$ cat config.mk
export PLATFORM = sky130hd
export DESIGN_NAME = clk_ratio_gen
export DESIGN_NICKNAME = d
export VERILOG_FILES = /design/src/rtl/clk_ratio_pkg.sv /design/src/rtl/clk_ratio_ctrl.sv /design/src/rtl/clk_ratio_dp.sv /design/src/rtl/clk_ratio_gen.sv
export SDC_FILE = /design/constraint.sdc
export NUM_CORES = 1
export LEC_CHECK = 0
export BUFFER_PORTS_ARGS = -buffer_cell sky130_fd_sc_hd__buf_2
export CELL_PAD_IN_SITES_DETAIL_PLACEMENT = 2
export CELL_PAD_IN_SITES_GLOBAL_PLACEMENT = 2
export CORE_MARGIN = 5
export CORE_UTILIZATION = 29
export DETAILED_ROUTE_END_ITERATION = 6
export PLACE_DENSITY = 0.77
export SYNTH_ARGS = -nofsm -noshare
export SYNTH_HDL_FRONTEND = slang
export SYNTH_SLANG_ARGS = --single-unit
$ cat constraint.sdc
create_clock -name clk -period 1.7 [get_ports clk]
set_input_delay 0.17 -clock clk [delete_from_list [all_inputs] [get_ports clk]]
set_output_delay 0.17 -clock clk [all_outputs]
set_load 0.05 [all_outputs]
$ cat src/rtl/clk_ratio_pkg.sv
package clk_ratio_pkg;

  localparam int REG_W    = 16;
  localparam int FIELD_W  = 3;
  localparam int RATIO_W  = 4;
  localparam int N_DOM    = 3;
  localparam int LOCK_BIT = 10;
  localparam int CPU_LSB  = 6;
  localparam int BUS_LSB  = 3;
  localparam int PER_LSB  = 0;
  localparam logic [REG_W-1:0] RESET_VAL = 16'h0E0A;

  typedef enum int {
    DOM_CPU = 0,
    DOM_BUS = 1,
    DOM_PER = 2
  } domain_e;

  typedef logic [RATIO_W-1:0] ratio_t;

  // Request from control to datapath: ratios to load at next terminal count.
  typedef struct packed {
    ratio_t [N_DOM-1:0] ratio;
  } ratioCmd_t;

  // Core/bus table: 1,2,3,4,5 then saturate at 8.
  function automatic ratio_t coreRatio(input logic [FIELD_W-1:0] code);
    case (code)
      3'd0:    return ratio_t'(1);
      3'd1:    return ratio_t'(2);
      3'd2:    return ratio_t'(3);
      3'd3:    return ratio_t'(4);
      3'd4:    return ratio_t'(5);
      default: return ratio_t'(8);
    endcase
  endfunction

  // Peripheral table: 2,3,4,6 then saturate at 8.
  function automatic ratio_t periRatio(input logic [FIELD_W-1:0] code);
    case (code)
      3'd0:    return ratio_t'(2);
      3'd1:    return ratio_t'(3);
      3'd2:    return ratio_t'(4);
      3'd3:    return ratio_t'(6);
      default: return ratio_t'(8);
    endcase
  endfunction

  function automatic ratioCmd_t decodeWord(input logic [REG_W-1:0] word);
    ratioCmd_t c;
    c.ratio[DOM_CPU] = coreRatio(word[CPU_LSB +: FIELD_W]);
    c.ratio[DOM_BUS] = coreRatio(word[BUS_LSB +: FIELD_W]);
    c.ratio[DOM_PER] = periRatio(word[PER_LSB +: FIELD_W]);
    return c;
  endfunction

  function automatic logic legalRatio(input ratio_t r);
    return (r >= ratio_t'(1)) && (r <= ratio_t'(6) || r == ratio_t'(8));
  endfunction

endpackage

$ cat src/rtl/clk_ratio_ctrl.sv
module clk_ratio_ctrl
  import clk_ratio_pkg::*;
(
  input  logic             clk,
  input  logic             rst,
  input  logic             wrEn,
  input  logic [REG_W-1:0] wrData,
  output logic [REG_W-1:0] rdData,
  output ratioCmd_t        cmd
);

  logic [REG_W-1:0] regVal;
  ratioCmd_t        cmdReg;
  logic             acceptWr;

  assign acceptWr = wrEn && !wrData[LOCK_BIT];

  always_ff @(posedge clk) begin
    if (rst) begin
      regVal <= RESET_VAL;
    end else if (wrEn) begin
      regVal <= wrData;
    end
  end

  always_ff @(posedge clk) begin
    if (rst) begin
      cmdReg <= decodeWord(RESET_VAL);
    end else if (acceptWr) begin
      cmdReg <= decodeWord(wrData);
    end
  end

  assign rdData = regVal;
  assign cmd    = cmdReg;

  AST_BLOCKED_HOLD: assert property (@(posedge clk) disable iff (rst)
    (wrEn && wrData[LOCK_BIT]) |=> $stable(cmd));

  AST_READBACK: assert property (@(posedge clk) disable iff (rst)
    wrEn |=> (rdData == $past(wrData)));

  AST_IDLE_HOLD: assert property (@(posedge clk) disable iff (rst)
    !wrEn |=> ($stable(rdData) && $stable(cmd)));

endmodule

$ cat src/rtl/clk_ratio_dp.sv
module clk_ratio_dp
  import clk_ratio_pkg::*;
(
  input  logic               clk,
  input  logic               rst,
  input  ratioCmd_t          cmd,
  output logic [N_DOM-1:0]   enOut,
  output ratio_t [N_DOM-1:0] ratioOut
);

  localparam ratioCmd_t RESET_CMD = decodeWord(RESET_VAL);

  for (genvar d = 0; d < N_DOM; d++) begin : g_dom
    ratio_t cnt;
    ratio_t act;
    logic   term;

    assign term = (cnt == act - ratio_t'(1));

    always_ff @(posedge clk) begin
      if (rst) begin
        cnt <= '0;
        act <= RESET_CMD.ratio[d];
      end else if (term) begin
        cnt <= '0;
        act <= cmd.ratio[d];
      end else begin
        cnt <= cnt + ratio_t'(1);
      end
    end

    assign enOut[d]    = term;
    assign ratioOut[d] = act;

    AST_SINGLE_PULSE: assert property (@(posedge clk) disable iff (rst)
      enOut[d] |=> (!enOut[d] || ratioOut[d] == ratio_t'(1)));

    AST_CNT_BOUND: assert property (@(posedge clk) disable iff (rst)
      cnt < act);

    AST_SWITCH_AT_TERMINAL: assert property (@(posedge clk) disable iff (rst)
      !enOut[d] |=> $stable(ratioOut[d]));

    AST_LOAD_REQUEST: assert property (@(posedge clk) disable iff (rst)
      enOut[d] |=> (ratioOut[d] == $past(cmd.ratio[d])));

    AST_RATIO_LEGAL: assert property (@(posedge clk) disable iff (rst)
      legalRatio(ratioOut[d]));
  end

endmodule

$ cat src/rtl/clk_ratio_gen.sv
module clk_ratio_gen
  import clk_ratio_pkg::*;
(
  input  logic               clk,
  input  logic               rst,
  input  logic               wrEn,
  input  logic [REG_W-1:0]   wrData,
  output logic [REG_W-1:0]   rdData,
  output logic               cpuEn,
  output logic               busEn,
  output logic               perEn,
  output logic [RATIO_W-1:0] cpuRatio,
  output logic [RATIO_W-1:0] busRatio,
  output logic [RATIO_W-1:0] perRatio
);

  ratioCmd_t          cmd;
  logic [N_DOM-1:0]   enVec;
  ratio_t [N_DOM-1:0] ratioVec;

  clk_ratio_ctrl ctrl_i (
    .clk    (clk),
    .rst    (rst),
    .wrEn   (wrEn),
    .wrData (wrData),
    .rdData (rdData),
    .cmd    (cmd)
  );

  clk_ratio_dp dp_i (
    .clk      (clk),
    .rst      (rst),
    .cmd      (cmd),
    .enOut    (enVec),
    .ratioOut (ratioVec)
  );

  assign cpuEn    = enVec[DOM_CPU];
  assign busEn    = enVec[DOM_BUS];
  assign perEn    = enVec[DOM_PER];
  assign cpuRatio = ratioVec[DOM_CPU];
  assign busRatio = ratioVec[DOM_BUS];
  assign perRatio = ratioVec[DOM_PER];

endmodule

# Word-level counts from Yosys, hierarchy flattened
# Cells that the tools add are included.
[word_totals]
regBits = 52
output_inout_bits = 31
elab_cells = 41
[classes]
addsub = 6
eq_ne = 14
muxes = 3
n_reduce_logical = 8
[op_table]
columns = ["cell", "count"]
rows = [
  ["$pmux W4 S5", 2],
  ["$eq A3 B2 Y1 const B", 6],
  ["$pmux W4 S4", 1],
  ["$add A4 B1 Y4 const B", 3],
  ["$eq A4 B4 Y1", 3],
  ["$sub A4 B1 Y4 const B", 3],
  ["$eq A3 B1 Y1 const B", 3],
  ["$logic_not A3 Y1", 3],
  ["$eq A3 B3 Y1 const B", 2],
  ["$reduce_or A2 Y1", 3],
  ["$logic_and A1 B1 Y1", 1],
  ["$logic_not A1 Y1", 1],
]

# Logic depth before layout (Yosys ltp)
[depth]
word_depth = 3
depth_mapped = 6
ltp_nobuf = 6

# Cells and area by module
# A second synthesis with hierarchy kept.
[unflattened]
hier_cells = 234
area_unflattened_um2 = 2329.7
[by_module_without_submodules]
columns = ["mod", "instances", "cells_per_inst", "area_per_inst_um2", "seq_area_each_um2"]
rows = [
  ["clk_ratio_dp", 1, 124, 1260.0, 480.5],
  ["clk_ratio_ctrl", 1, 110, 1069.8, 560.5],
]

# Worst setup path after synthesis
# Ideal clock, no wire load.
[synth_path]
kind = "reg-to-reg"
start = "register dp_i.g_dom[1].act[0]"
end = "register dp_i.g_dom[1].act[0]"
t_arrival_ps = 2462
required_time_ps = 1628
slack_ps = -834
stages_incl_launch_ff = 7
n_path_buf = 0
synth_period_minus_slack_ps = 2534
cell_sequence = "dfxtp_1 > inv_1 > ha_1 > xnor2_1 > xnor2_1 > nor4_4 > mux2i_1"
[synth_between]
elab_chain_len = 2
[synth_rtl]
columns = ["item", "line_no", "text"]
rows = [
  ["start, declared", "clk_ratio_dp.sv:15", "ratio_t act;"],
  ["start signal, assigned", "clk_ratio_dp.sv:23", "act <= RESET_CMD.ratio[d];"],
  ["start signal, assigned", "clk_ratio_dp.sv:26", "act <= cmd.ratio[d];"],
  ["$sub A4 B1 Y4", "clk_ratio_dp.sv:18", "assign term = (cnt == act - ratio_t'(1));"],
  ["$eq A4 B4 Y1", "clk_ratio_dp.sv:18", ""],
  ["named net busEn", "clk_ratio_gen.sv:10", "output logic busEn,"],
]
# The timed path passes the listed nets, and every way through them passes these cells.
# A chain may end at the register's enable or synchronous reset.

# Worst setup path in the final report
[layout_path]
start = "register dp_i.g_dom[0].act[1]"
end = "output port cpuEn"
[layout_between]
elab_chain_len = 2
[layout_rtl]
columns = ["item", "line_no", "text"]
rows = [
  ["start, declared", "clk_ratio_dp.sv:15", ""],
  ["start signal, assigned", "clk_ratio_dp.sv:23", ""],
  ["start signal, assigned", "clk_ratio_dp.sv:26", ""],
  ["$sub A4 B1 Y4", "clk_ratio_dp.sv:18", ""],
  ["$eq A4 B4 Y1", "clk_ratio_dp.sv:18", ""],
  ["end, declared", "clk_ratio_gen.sv:9", "output logic cpuEn,"],
]
# No other way between the ends.

==> summary.txt <==
Outcome
  – Status: finished, violations left
  – Violated checks: setup timing

Pwr
  – Sequential fraction of design power: between 40% and 50%
  – Overall Power: around 0.0036 W
  – Internal: between 0.002 and 0.0025 W
  – Peak supply drop: about 0.46 mV
  – Clk pwr share: about a fifth
  – Switching Fraction: between 30% and 40%
  – Comb pwr share: about two fifths
  – Pwr dens: 1210 mW/mm²
  – Leak: between 1 and 1.5 nW
  – Sw Pwr: 0.00127 W

CTS
  – CTS tree: done
  – Bufs on Longest Clock Path: 2
  – Worst-path clk slew: roughly 0.09 ns
  – Clk_lat worst skew: roughly 0.30 ns
  – Cts hold-fix bufs: 0
  – H-Tree Depth: 2
  – Root buffer cell: clkbuf_8
  – Clock sinks: 52
  – Number of CTS-inserted buffers: 5

Run
  – Max-cap check violation count: 0

Setup path
  – Crit-path slowest cell: dfxtp_4
  – Crit Path Class: flip-flop to output pin
  – Critical Path Fanout Max: 3
  – CP cell instances: inv_4 > ha_4 > xnor2_4 > nor4_4 > buf_6
  – Worst path required time: approximately 1.5 ns
  – CP endpoint kind: output pin
  – R2R setup slack: approximately 0.030 ns
  – Crit path DAT: around 1.6 ns
  – Critical Path Source Type: flip-flop
  – CP top delay family: flip-flops
  – Bufs and invs on worst path: 2
  – CP peak stage delay: 0.38 ns

Place
  – Port Buf Inserts: between 40 and 50
  – Routability Congestion: a little under 0.7
  – DP HPWL: approximately 4100 µm

Global route
  – Number of global-route vias before repair: 1950
  – Largest net degree at the start of global routing: between 40 and 50
  – First-pass GRT wire length: between 9000 and 10000 µm
  – Total GRT Usage: 11.6%
  – Gr ovfl total: 0
  – Initial antenna violation count: 0

Floorplanning
  – Die height: 98.9 µm
  – Initial Utilization: between 20 and 30%
  – Die area: approximately 0.0098 mm²
  – Core Region: 0.00773 mm²
  – FP Rows: 32
  – Die Wd: between 90 and 100 µm
  – # IOs: 50

Final layout
  – Share of layout cells above drive strength 1: 33.9%
  – Area Growth Syn to Fin: 28.8%
  – Util after Layout: a little under two fifths
  – Fillers: approximately 860
  – Diode count: 0
  – Final net count: 313

Detailed routing
  – Router iterations before antenna repair: 4
  – Drc violations: 0
  – DRT Wirelength: about 5300 µm
  – Via total after detailed routing: approximately 1800
  – Detailed Route Iter0 Violations: 45
  – Vias per std cell: between 4 and 5
  – Final ANT Viol Nets: 0
  – WL/cell: 13.6 µm

STA
  – RSZ-0062 raised after global routing: true
  – Slew headroom: between 50% and 60%
  – Final Hold Viols: 0
  – Worst setup margin: -0.0967 ns
  – Peak Freq: approximately 560 MHz
  – Final setup fails: 3
  – Period minus WS final: around 1.8 ns
  – Final worst path period share: 106%
  – Worst hold margin: between 0.08 and 0.09 ns
  – Clock skew: roughly 0.0037 ns
  – Max Slew Vio Count: 0
  – Worst slew pin tran: 0.731 ns

Synth
  – Seq/Total Area, Yosys: 45.4%
  – Post-Syn Nets: between 200 and 300
  – FF+latch count, synth: between 50 and 60
  – Synthesized area per cell: ~9.7 µm²
  – Post-Syn Instances: roughly 240
  – Synth Warn #: 0
  – Synth Cell Area: approximately 0.0023 mm²
  – Yosys cell types: 24

Worst hold path
  – Hold WC Path Type: input port to flip-flop
metrics by stage:
stage | setup WS (ns) | area [µm²] | instances | setup TNS [ns]
floorplan | -0.495 | 2400 | 235 | -10.74
finish | -0.0967 | 2950 | 391 | -0.178
CTS | -0.143 | 2930 | 391 | -0.281
global placement | 0.134 | 2780 | 381 | 0
global route | -0.210 | 2950 | 391 | -0.911
detailed placement | 0.00486 | 2780 | 381 | 0
synth_stat cells:
cell      instances  area [µm²]
dfxtp_1          52        1040
nor2_1           30         113
mux2i_1          23         230
xnor2_1          23         201
nand2b_1         17         106
nor3_1           13        65.1
clkbuf_1          9        33.8
nand2_1           9        33.8
a21oi_1           8        40.0
a211o_1           6        52.6
ha_1              6        75.1
inv_1             6        22.5
nor2b_1           6        37.5
a211oi_1          4        30.0
nand3_1           4        20.0
nor3b_1           4        30.0
nor3_2            3        30.0
nor4_4            3        63.8
xor2_1            3        26.3
or2b_1            2        15.0
buf_1             1        3.75
buf_2             1        5.00
o21bai_1          1        7.51
o31ai_1           1        7.51
layout make-up:
cell class              count  area [µm²]  share of cell area [%]
flip-flops and latches     52        1070                    36.3
multi-input cells         166        1310                    44.2
clock buffers               8        90.1                    3.05
repair buffers             57         332                    11.2
well taps                 102         128                    4.33
inverters                   6        25.0                   0.848
sequential cells by signal (all words and copies together), names as in the netlist:
signal          flops
ctrl_i.rdData      16
dp_i.g_dom.act     12
ctrl_i.cmd         12
dp_i.g_dom.cnt     12
metal layers:
layer,share of wire [%],track usage [%],vias up
li1,-,-,891
met1,45,13.7,845
met2,48,19.7,42
met3,6.4,4.53,6
met4,0.87,2.84,0
met5,0,0,-
final timing paths:
check                                    start                                 to  depth (start not counted)
max          dp_i.g_dom[0].act[1]$_SDFFE_PP0N_                              cpuEn                          5
max reg2reg  dp_i.g_dom[0].act[1]$_SDFFE_PP0N_  dp_i.g_dom[0].act[1]$_SDFFE_PP0N_                          7
min                                 wrData[11]     ctrl_i.rdData[11]$_SDFFE_PP1P_                          2
min reg2reg         ctrl_i.cmd[3]$_SDFFE_PP0P_         ctrl_i.cmd[3]$_SDFFE_PP0P_                          2
cell usage in the layout (no fill, tap or decap):
cell      synthesis  final
buf_2             1     46
dfxtp_1          52     40
nor2_1           30     30
mux2i_1          23     23
nand2b_1         17     17
xnor2_1          23     15
nor3_1           13     13
nand2_1           9      9
a21oi_1           8      8
buf_4             0      7
xnor2_2           0      6
nor2b_1           6      6
a211o_1           6      6
clkbuf_8          0      6
dfxtp_4           0      6
dfxtp_2           0      6
inv_2             0      5
nor3b_1           4      4
nand3_1           4      4
a211oi_1          4      4
nor3_2            3      3
nor4_4            3      3
xor2_1            3      3
ha_4              0      3
ha_1              6      3
buf_6             0      3
xnor2_4           0      2
or2b_1            2      2
clkbuf_1          9      2
inv_4             0      1
o31ai_1           1      1
o21bai_1          1      1
buf_8             0      1
kinds of logic (layout without fill, tap and decap cells):
family	after synthesis	count (layout)	share of synthesized area, %
AO/OA/AOI/OAI	20	20	6.01
XOR/XNOR	26	26	9.94
adder cells (fa/ha/maj)	6	6	3.28
buffers and inverters	17	71	2.84
flip-flops	52	52	45.4
multiplexers	23	23	10.0
AND/OR/NAND/NOR	91	91	22.4
repair_timing:
item,in CTS,in global routing
cloned,0,0
resized for setup,9,4
setup endpoints to repair,7,14
setup buffers,2,1
pin swaps,2,1
power by group through the flow:
stage                     Combinational [W]  Sequential, W  Clock [W]
after floorplan                    0.000784        0.00160          0
after global placement              0.00120        0.00147          0
final                               0.00140        0.00145   0.000715
after global routing                0.00151        0.00147   0.000814
after CTS                           0.00134        0.00145   0.000753
after detailed placement            0.00124        0.00147          0
(Power assumes the default switching activity.)
